==> src/rtl/gpio_bank_pkg.sv <==
package gpio_bank_pkg;
  localparam int unsigned NPIN = 16;
  localparam int unsigned AW   = 4;

  typedef logic [NPIN-1:0] pinvec_t;

  typedef enum logic [AW-1:0] {
    A_DIR  = 4'd0,
    A_OUT  = 4'd1,
    A_ALT  = 4'd2,
    A_PIN  = 4'd3,
    A_MASK = 4'd4,
    A_TYPE = 4'd5,
    A_EDGE = 4'd6,
    A_LVL  = 4'd7,
    A_PEND = 4'd8
  } reg_addr_e;
endpackage

==> src/rtl/gpio_bank_sync.sv <==
module gpio_bank_sync #(
  parameter int unsigned W      = 16,
  parameter int unsigned STAGES = 2
) (
  input  logic         clk_i,
  input  logic         rst_ni,
  input  logic [W-1:0] d_i,
  output logic [W-1:0] q_o
);
  logic [W-1:0] stg_q [STAGES];

  for (genvar s = 0; s < STAGES; s++) begin : g_stg
    if (s == 0) begin : g_first
      always_ff @(posedge clk_i or negedge rst_ni)
        if (!rst_ni) stg_q[0] <= '0;
        else         stg_q[0] <= d_i;
    end else begin : g_next
      always_ff @(posedge clk_i or negedge rst_ni)
        if (!rst_ni) stg_q[s] <= '0;
        else         stg_q[s] <= stg_q[s-1];
    end
  end

  assign q_o = stg_q[STAGES-1];
endmodule

==> src/rtl/gpio_bank_trig.sv <==
module gpio_bank_trig #(
  parameter int unsigned W = 16
) (
  input  logic [W-1:0] sync_i,
  input  logic [W-1:0] prev_i,
  input  logic [W-1:0] type_i,
  input  logic [W-1:0] edge_i,
  input  logic [W-1:0] lvl_i,
  output logic [W-1:0] hit_o
);
  for (genvar i = 0; i < W; i++) begin : g_pin
    logic rise, fall;
    assign rise = sync_i[i] & ~prev_i[i];
    assign fall = ~sync_i[i] & prev_i[i];
    assign hit_o[i] = type_i[i] ? (edge_i[i] ? rise : fall)
                                : (sync_i[i] == lvl_i[i]);
  end
endmodule

==> src/rtl/gpio_bank_regs.sv <==
module gpio_bank_regs
  import gpio_bank_pkg::*;
(
  input  logic          clk_i,
  input  logic          rst_ni,
  input  logic          we_i,
  input  logic [AW-1:0] addr_i,
  input  pinvec_t       wdata_i,
  input  pinvec_t       sync_i,
  input  pinvec_t       hit_i,
  output pinvec_t       rdata_o,
  output pinvec_t       dir_o,
  output pinvec_t       out_o,
  output pinvec_t       alt_o,
  output pinvec_t       mask_o,
  output pinvec_t       type_o,
  output pinvec_t       edge_o,
  output pinvec_t       lvl_o,
  output pinvec_t       pend_o
);
  pinvec_t dir_q, out_q, alt_q, mask_q, type_q, edge_q, lvl_q, pend_q, pend_d;

  always_ff @(posedge clk_i or negedge rst_ni) begin
    if (!rst_ni) begin
      dir_q  <= '0;
      out_q  <= '0;
      alt_q  <= '0;
      mask_q <= '1;
      type_q <= '0;
      edge_q <= '0;
      lvl_q  <= '0;
    end else if (we_i) begin
      case (addr_i)
        A_DIR:   dir_q  <= wdata_i;
        A_OUT:   out_q  <= wdata_i;
        A_ALT:   alt_q  <= wdata_i;
        A_MASK:  mask_q <= wdata_i;
        A_TYPE:  type_q <= wdata_i;
        A_EDGE:  edge_q <= wdata_i;
        A_LVL:   lvl_q  <= wdata_i;
        default: ;
      endcase
    end
  end

  // hardware set has priority over a software load
  always_comb begin
    pend_d = pend_q;
    if (we_i && addr_i == A_PEND) pend_d = wdata_i;
    pend_d = pend_d | hit_i;
  end

  always_ff @(posedge clk_i or negedge rst_ni)
    if (!rst_ni) pend_q <= '0;
    else         pend_q <= pend_d;

  always_comb begin
    case (addr_i)
      A_DIR:   rdata_o = dir_q;
      A_OUT:   rdata_o = out_q;
      A_ALT:   rdata_o = alt_q;
      A_PIN:   rdata_o = sync_i;
      A_MASK:  rdata_o = mask_q;
      A_TYPE:  rdata_o = type_q;
      A_EDGE:  rdata_o = edge_q;
      A_LVL:   rdata_o = lvl_q;
      A_PEND:  rdata_o = pend_q;
      default: rdata_o = '0;
    endcase
  end

  assign dir_o  = dir_q;
  assign out_o  = out_q;
  assign alt_o  = alt_q;
  assign mask_o = mask_q;
  assign type_o = type_q;
  assign edge_o = edge_q;
  assign lvl_o  = lvl_q;
  assign pend_o = pend_q;
endmodule

==> src/rtl/gpio_irq_bank.sv <==
module gpio_irq_bank
  import gpio_bank_pkg::*;
#(
  parameter int unsigned SYNC_STAGES = 2
) (
  input  logic          clk_i,
  input  logic          rst_ni,
  input  logic          reg_we_i,
  input  logic [AW-1:0] reg_addr_i,
  input  logic [15:0]   reg_wdata_i,
  output logic [15:0]   reg_rdata_o,
  input  logic [15:0]   pin_i,
  output logic [15:0]   oe_o,
  output logic [15:0]   out_o,
  output logic [15:0]   alt_o,
  output logic          irq_o
);
  pinvec_t sync_w, prev_q, hit_w;
  pinvec_t mask_w, type_w, edge_w, lvl_w, pend_w;

  gpio_bank_sync #(.W(NPIN), .STAGES(SYNC_STAGES)) u_sync (
    .clk_i (clk_i),
    .rst_ni(rst_ni),
    .d_i   (pin_i),
    .q_o   (sync_w)
  );

  // reference sample for edge detection
  always_ff @(posedge clk_i or negedge rst_ni)
    if (!rst_ni) prev_q <= '0;
    else         prev_q <= sync_w;

  gpio_bank_trig #(.W(NPIN)) u_trig (
    .sync_i(sync_w),
    .prev_i(prev_q),
    .type_i(type_w),
    .edge_i(edge_w),
    .lvl_i (lvl_w),
    .hit_o (hit_w)
  );

  gpio_bank_regs u_regs (
    .clk_i  (clk_i),
    .rst_ni (rst_ni),
    .we_i   (reg_we_i),
    .addr_i (reg_addr_i),
    .wdata_i(reg_wdata_i),
    .sync_i (sync_w),
    .hit_i  (hit_w),
    .rdata_o(reg_rdata_o),
    .dir_o  (oe_o),
    .out_o  (out_o),
    .alt_o  (alt_o),
    .mask_o (mask_w),
    .type_o (type_w),
    .edge_o (edge_w),
    .lvl_o  (lvl_w),
    .pend_o (pend_w)
  );

  assign irq_o = |(pend_w & ~mask_w);
endmodule

==> config.mk <==
export PLATFORM = sky130hd
export DESIGN_NAME = gpio_irq_bank
export DESIGN_NICKNAME = d
export VERILOG_FILES = /design/src/rtl/gpio_bank_pkg.sv /design/src/rtl/gpio_bank_sync.sv /design/src/rtl/gpio_bank_trig.sv /design/src/rtl/gpio_bank_regs.sv /design/src/rtl/gpio_irq_bank.sv
export SDC_FILE = /design/constraint.sdc
export NUM_CORES = 1
export LEC_CHECK = 0
export ABC_AREA = 1
export BUFFER_PORTS_ARGS = -buffer_cell sky130_fd_sc_hd__buf_2
export CAP_MARGIN = 0
export CORE_MARGIN = 3
export CORE_UTILIZATION = 29
export CTS_CLUSTER_SIZE = 16
export DETAILED_ROUTE_END_ITERATION = 12
export SLEW_MARGIN = 20
export SYNTH_ARGS = -nofsm -noshare
export SYNTH_HDL_FRONTEND = slang
export SYNTH_SLANG_ARGS = --single-unit
==> constraint.sdc <==
create_clock -name clk_i -period 1.1 [get_ports clk_i]
set_input_delay 0 -clock clk_i [delete_from_list [all_inputs] [get_ports clk_i]]
set_output_delay 0 -clock clk_i [all_outputs]
set_load 0.01 [all_outputs]
==> impl_metrics.env <==
export IMPL_status="finished with violations"
export IMPL_violations="negative setup slack"
export IMPL_dieArea_sq_um=29200
export IMPL_synthCells=953
export IMPL_finalCritPeriodShare_pct=144
export IMPL_slowest_stage="dfstp_2"
export IMPL_diodes=0
export IMPL_fin_hold_ws_ns=0.0198
export IMPL_io_buffers=103
export IMPL_num_fill_cells=2644
export IMPL_post_route_drc_count=0
export IMPL_cp_max_fo=2
export IMPL_postSynthAreaPerCell_sq_um=8.28
export IMPL_finalCriticalPeriod_ns=1.59
export IMPL_cts_htree_levels=4
export IMPL_clock_path_buffers=2
export IMPL_setup_violations=18
export IMPL_fin_ws_ns=-0.489
export IMPL_synth_area_leaders="dfrtp_1 (51%), nand2_1 (13%), nand3_1 (10%), dfstp_2 (5.3%), o21ai_0 (5.3%)"
export IMPL_layout_nets=1167
export IMPL_synth_nets=992
export IMPL_io_pins=104
export IMPL_end_kind="output port"
export IMPL_multi_input_area_sq_um=3280
export IMPL_cp_top_family="flip-flops"
export IMPL_tritoncts="yes"
export IMPL_ys_seq_area_share_pct=56.0
export IMPL_antenna_left=0
export IMPL_gp_congestion=0.809
export IMPL_grt_max_degree=34
export IMPL_wl_per_cell_um=16.1
export IMPL_grt_antenna_before_repair=0
export IMPL_clockPowerShare_pct=34.2
export IMPL_slew_headroom_pct=76.1
export IMPL_gr_total_overflow=0
export IMPL_track_usage_pct=16.8
export IMPL_yosysTopAreaCell="dfrtp_1"
export IMPL_viasPerCell=4.86
export IMPL_ff_latch_area_sq_um=4430
export IMPL_fp_dieW_um=171
export IMPL_critPathKind="flop to output port"
export IMPL_combPwrFrac_pct=19.5
export IMPL_tightest_slew_ns=0.358
export IMPL_synth_top_cell_area_share_pct=50.7
export IMPL_fin_util_pct=40.2
export IMPL_slew_violations=0
export IMPL_yosys_top_cells_count="nand2_1 (263), dfrtp_1 (160), nand3_1 (157)"
export IMPL_switching_power_w=0.00547
export IMPL_p_sw_share_pct=30.1
export IMPL_drt_iter0_markers=565
export IMPL_ys_flop_type="dfrtp_1"
export IMPL_crit_arrival_ns=1.59
export IMPL_place_worst_setup_slack_ns=-0.257
export IMPL_vias=7177
export IMPL_crit_buf_inv=2
export IMPL_grt_pass1_vias=7039
export IMPL_tns_ns=-6.28
export IMPL_async_flop_share_pct=100
export IMPL_syn_cell_area_sq_um=7890
export IMPL_drt_wl_total_um=23700
export IMPL_cts_inserted_buffers=17
export IMPL_dieHeight_um=171
export IMPL_maxCapViolCount=0
export IMPL_ys_warnings_count=0
export IMPL_skew_ns=0.00975
export IMPL_pwr_density_cell_nw_per_um2=1710
export IMPL_synth_distinct_cells=20
export IMPL_grt_pass1_wl_um=38400
export IMPL_startpoint_type="flop"
export IMPL_core_sq_um=26400
export IMPL_drive_above_1_share_pct=24.9
export IMPL_rsz0062_at_grt="true"
export IMPL_clockRootBuffer="clkbuf_16"
export IMPL_p_leak_nw=5.28
export IMPL_rows=59
export IMPL_path_clk_slew_ns=0.07
export IMPL_required_ns=1.10
export IMPL_dp_hpwl_um=16200
export IMPL_p_seq_share_pct=46.3
export IMPL_synth_edff_count=0
export IMPL_peakVddDrop_v=0.00104
export IMPL_finalHoldViolCount=0
export IMPL_hold_path_class="input pin to async pin"
export IMPL_synth_most_common_cell="nand2_1"
export IMPL_area_growth_pct=34.7
export IMPL_clock_latency_ns=0.43
export IMPL_dr_pass1_iters=5
export IMPL_max_clock_freq_ghz=0.629
export IMPL_p_int_w=0.0127
export IMPL_cts_sinks=176
export IMPL_ys_ff_latch=176
export IMPL_max_stage_delay_ns=0.54
export IMPL_start_util_pct=29.9
export IMPL_crit_path_cell_trace="inv_2, nand2_2, nand3_2, nor2_4, nand4_1, buf_2"
[per-layer routing]
layer  global-route usage [%]  share of wire, %  wire [um]
met1                     24.4                49      11500
met2                     25.6                45      10600
met3                     3.26               5.1       1220
met4                     4.37               1.4        333
met5                        0                 0          0
[registers in the layout, indices dropped and copies added, names as in the netlist]
register and count:
u_regs.dir_o 16, u_sync.stg_q 16, u_regs.out_o 16, u_regs.lvl_o 16
u_regs.edge_o 16, prev_q 16, u_regs.pend_o 16, u_sync.q_o 16
u_regs.alt_o 16, u_regs.mask_o 16, u_regs.type_o 16
[worst paths after layout]
path	startpoint	end	slack (ns)	depth (start not counted)
max reg2reg	u_sync.q_o[14]	u_regs.pend_o[14]	-0.02	5
min reg2reg	u_sync.stg_q[20]	u_sync.q_o[4]	0.35	0
max	u_regs.mask_o[7]	irq_o	-0.49	6
min in group clk_i	reg_we_i	u_regs.dir_o[15]	0.15	4
max in group asynchronous	rst_ni	u_regs.mask_o[6]	0.49	3
min	rst_ni	u_sync.stg_q[25]	0.02	2
[power by group through the flow]
stage | Sequential (W) | Clock [W] | Combinational, W
final | 0.00840 | 0.00621 | 0.00354
after global routing | 0.00856 | 0.00664 | 0.00400
after CTS | 0.00837 | 0.00635 | 0.00346
after detailed placement | 0.00847 | 0 | 0.00321
after global placement | 0.00843 | 0 | 0.00315
after floorplan | 0.00848 | 0 | 0.00152
[layout by cell type (no fill, tap or decap), drive strengths merged]
master,netlist,final
inv,51,57
clkinv,0,4
or2,1,1
dfstp,16,16
clkbuf,27,19
clkinvlp,0,1
dfrtp,160,160
bufinv,0,2
nor3b,4,4
xor2,11,11
buf,24,174
o21ai,154,154
nand3,157,157
nand4,1,1
dlygate4sd3,0,33
a21oi,18,18
nand2,263,263
nor2,66,66
[cells by family (layout without fill, tap and decap cells)]
family | Yosys count | count (layout) | synth area share (%)
simple gates | 492 | 492 | 26.6
flops | 176 | 176 | 56.0
compound gates | 172 | 172 | 10.9
buf+inv | 102 | 290 | 5.18
xor+xnor | 11 | 11 | 1.22
[worst register-to-register path: cells and delay by family, from the launching register on]
kind                   cells  cell delay [ns]
AO/OA/AOI/OAI              2             0.18
AND/OR/NAND/NOR            2             0.31
buffers and inverters      1             0.14
flip-flops                 1             0.43
[what timing repair did]
item / 4_1_cts / 5_1_grt
hold endpoints to repair: 264 / 0
cloned: 0 / 0
pin swaps: 39 / 33
buffers inserted: 2 / 5
endpoints found under the setup margin: 18 / 22
hold buffers: 33 / 0
resized for setup: 41 / 44
[cell type report]
type                       count  share of cell area [%]
clock buffer                  19                    4.26
clock inverter                13                    1.39
inverter                      51                    1.80
timing repair buffer         207                    16.1
sequential                   176                    41.6
tap                          335                    3.94
multi-input combinational    675                    30.9
[metrics by stage]
step                power (W)  cell area (sq um)  cells
finish                 0.0181              10600   1476
global route           0.0192              10600   1476
CTS                    0.0182              10500   1471
floorplan              0.0100               7890    953
global placement       0.0116               9370   1405
detailed placement     0.0117               9370   1405
Note: power is estimated with default switching activity, not from simulation.
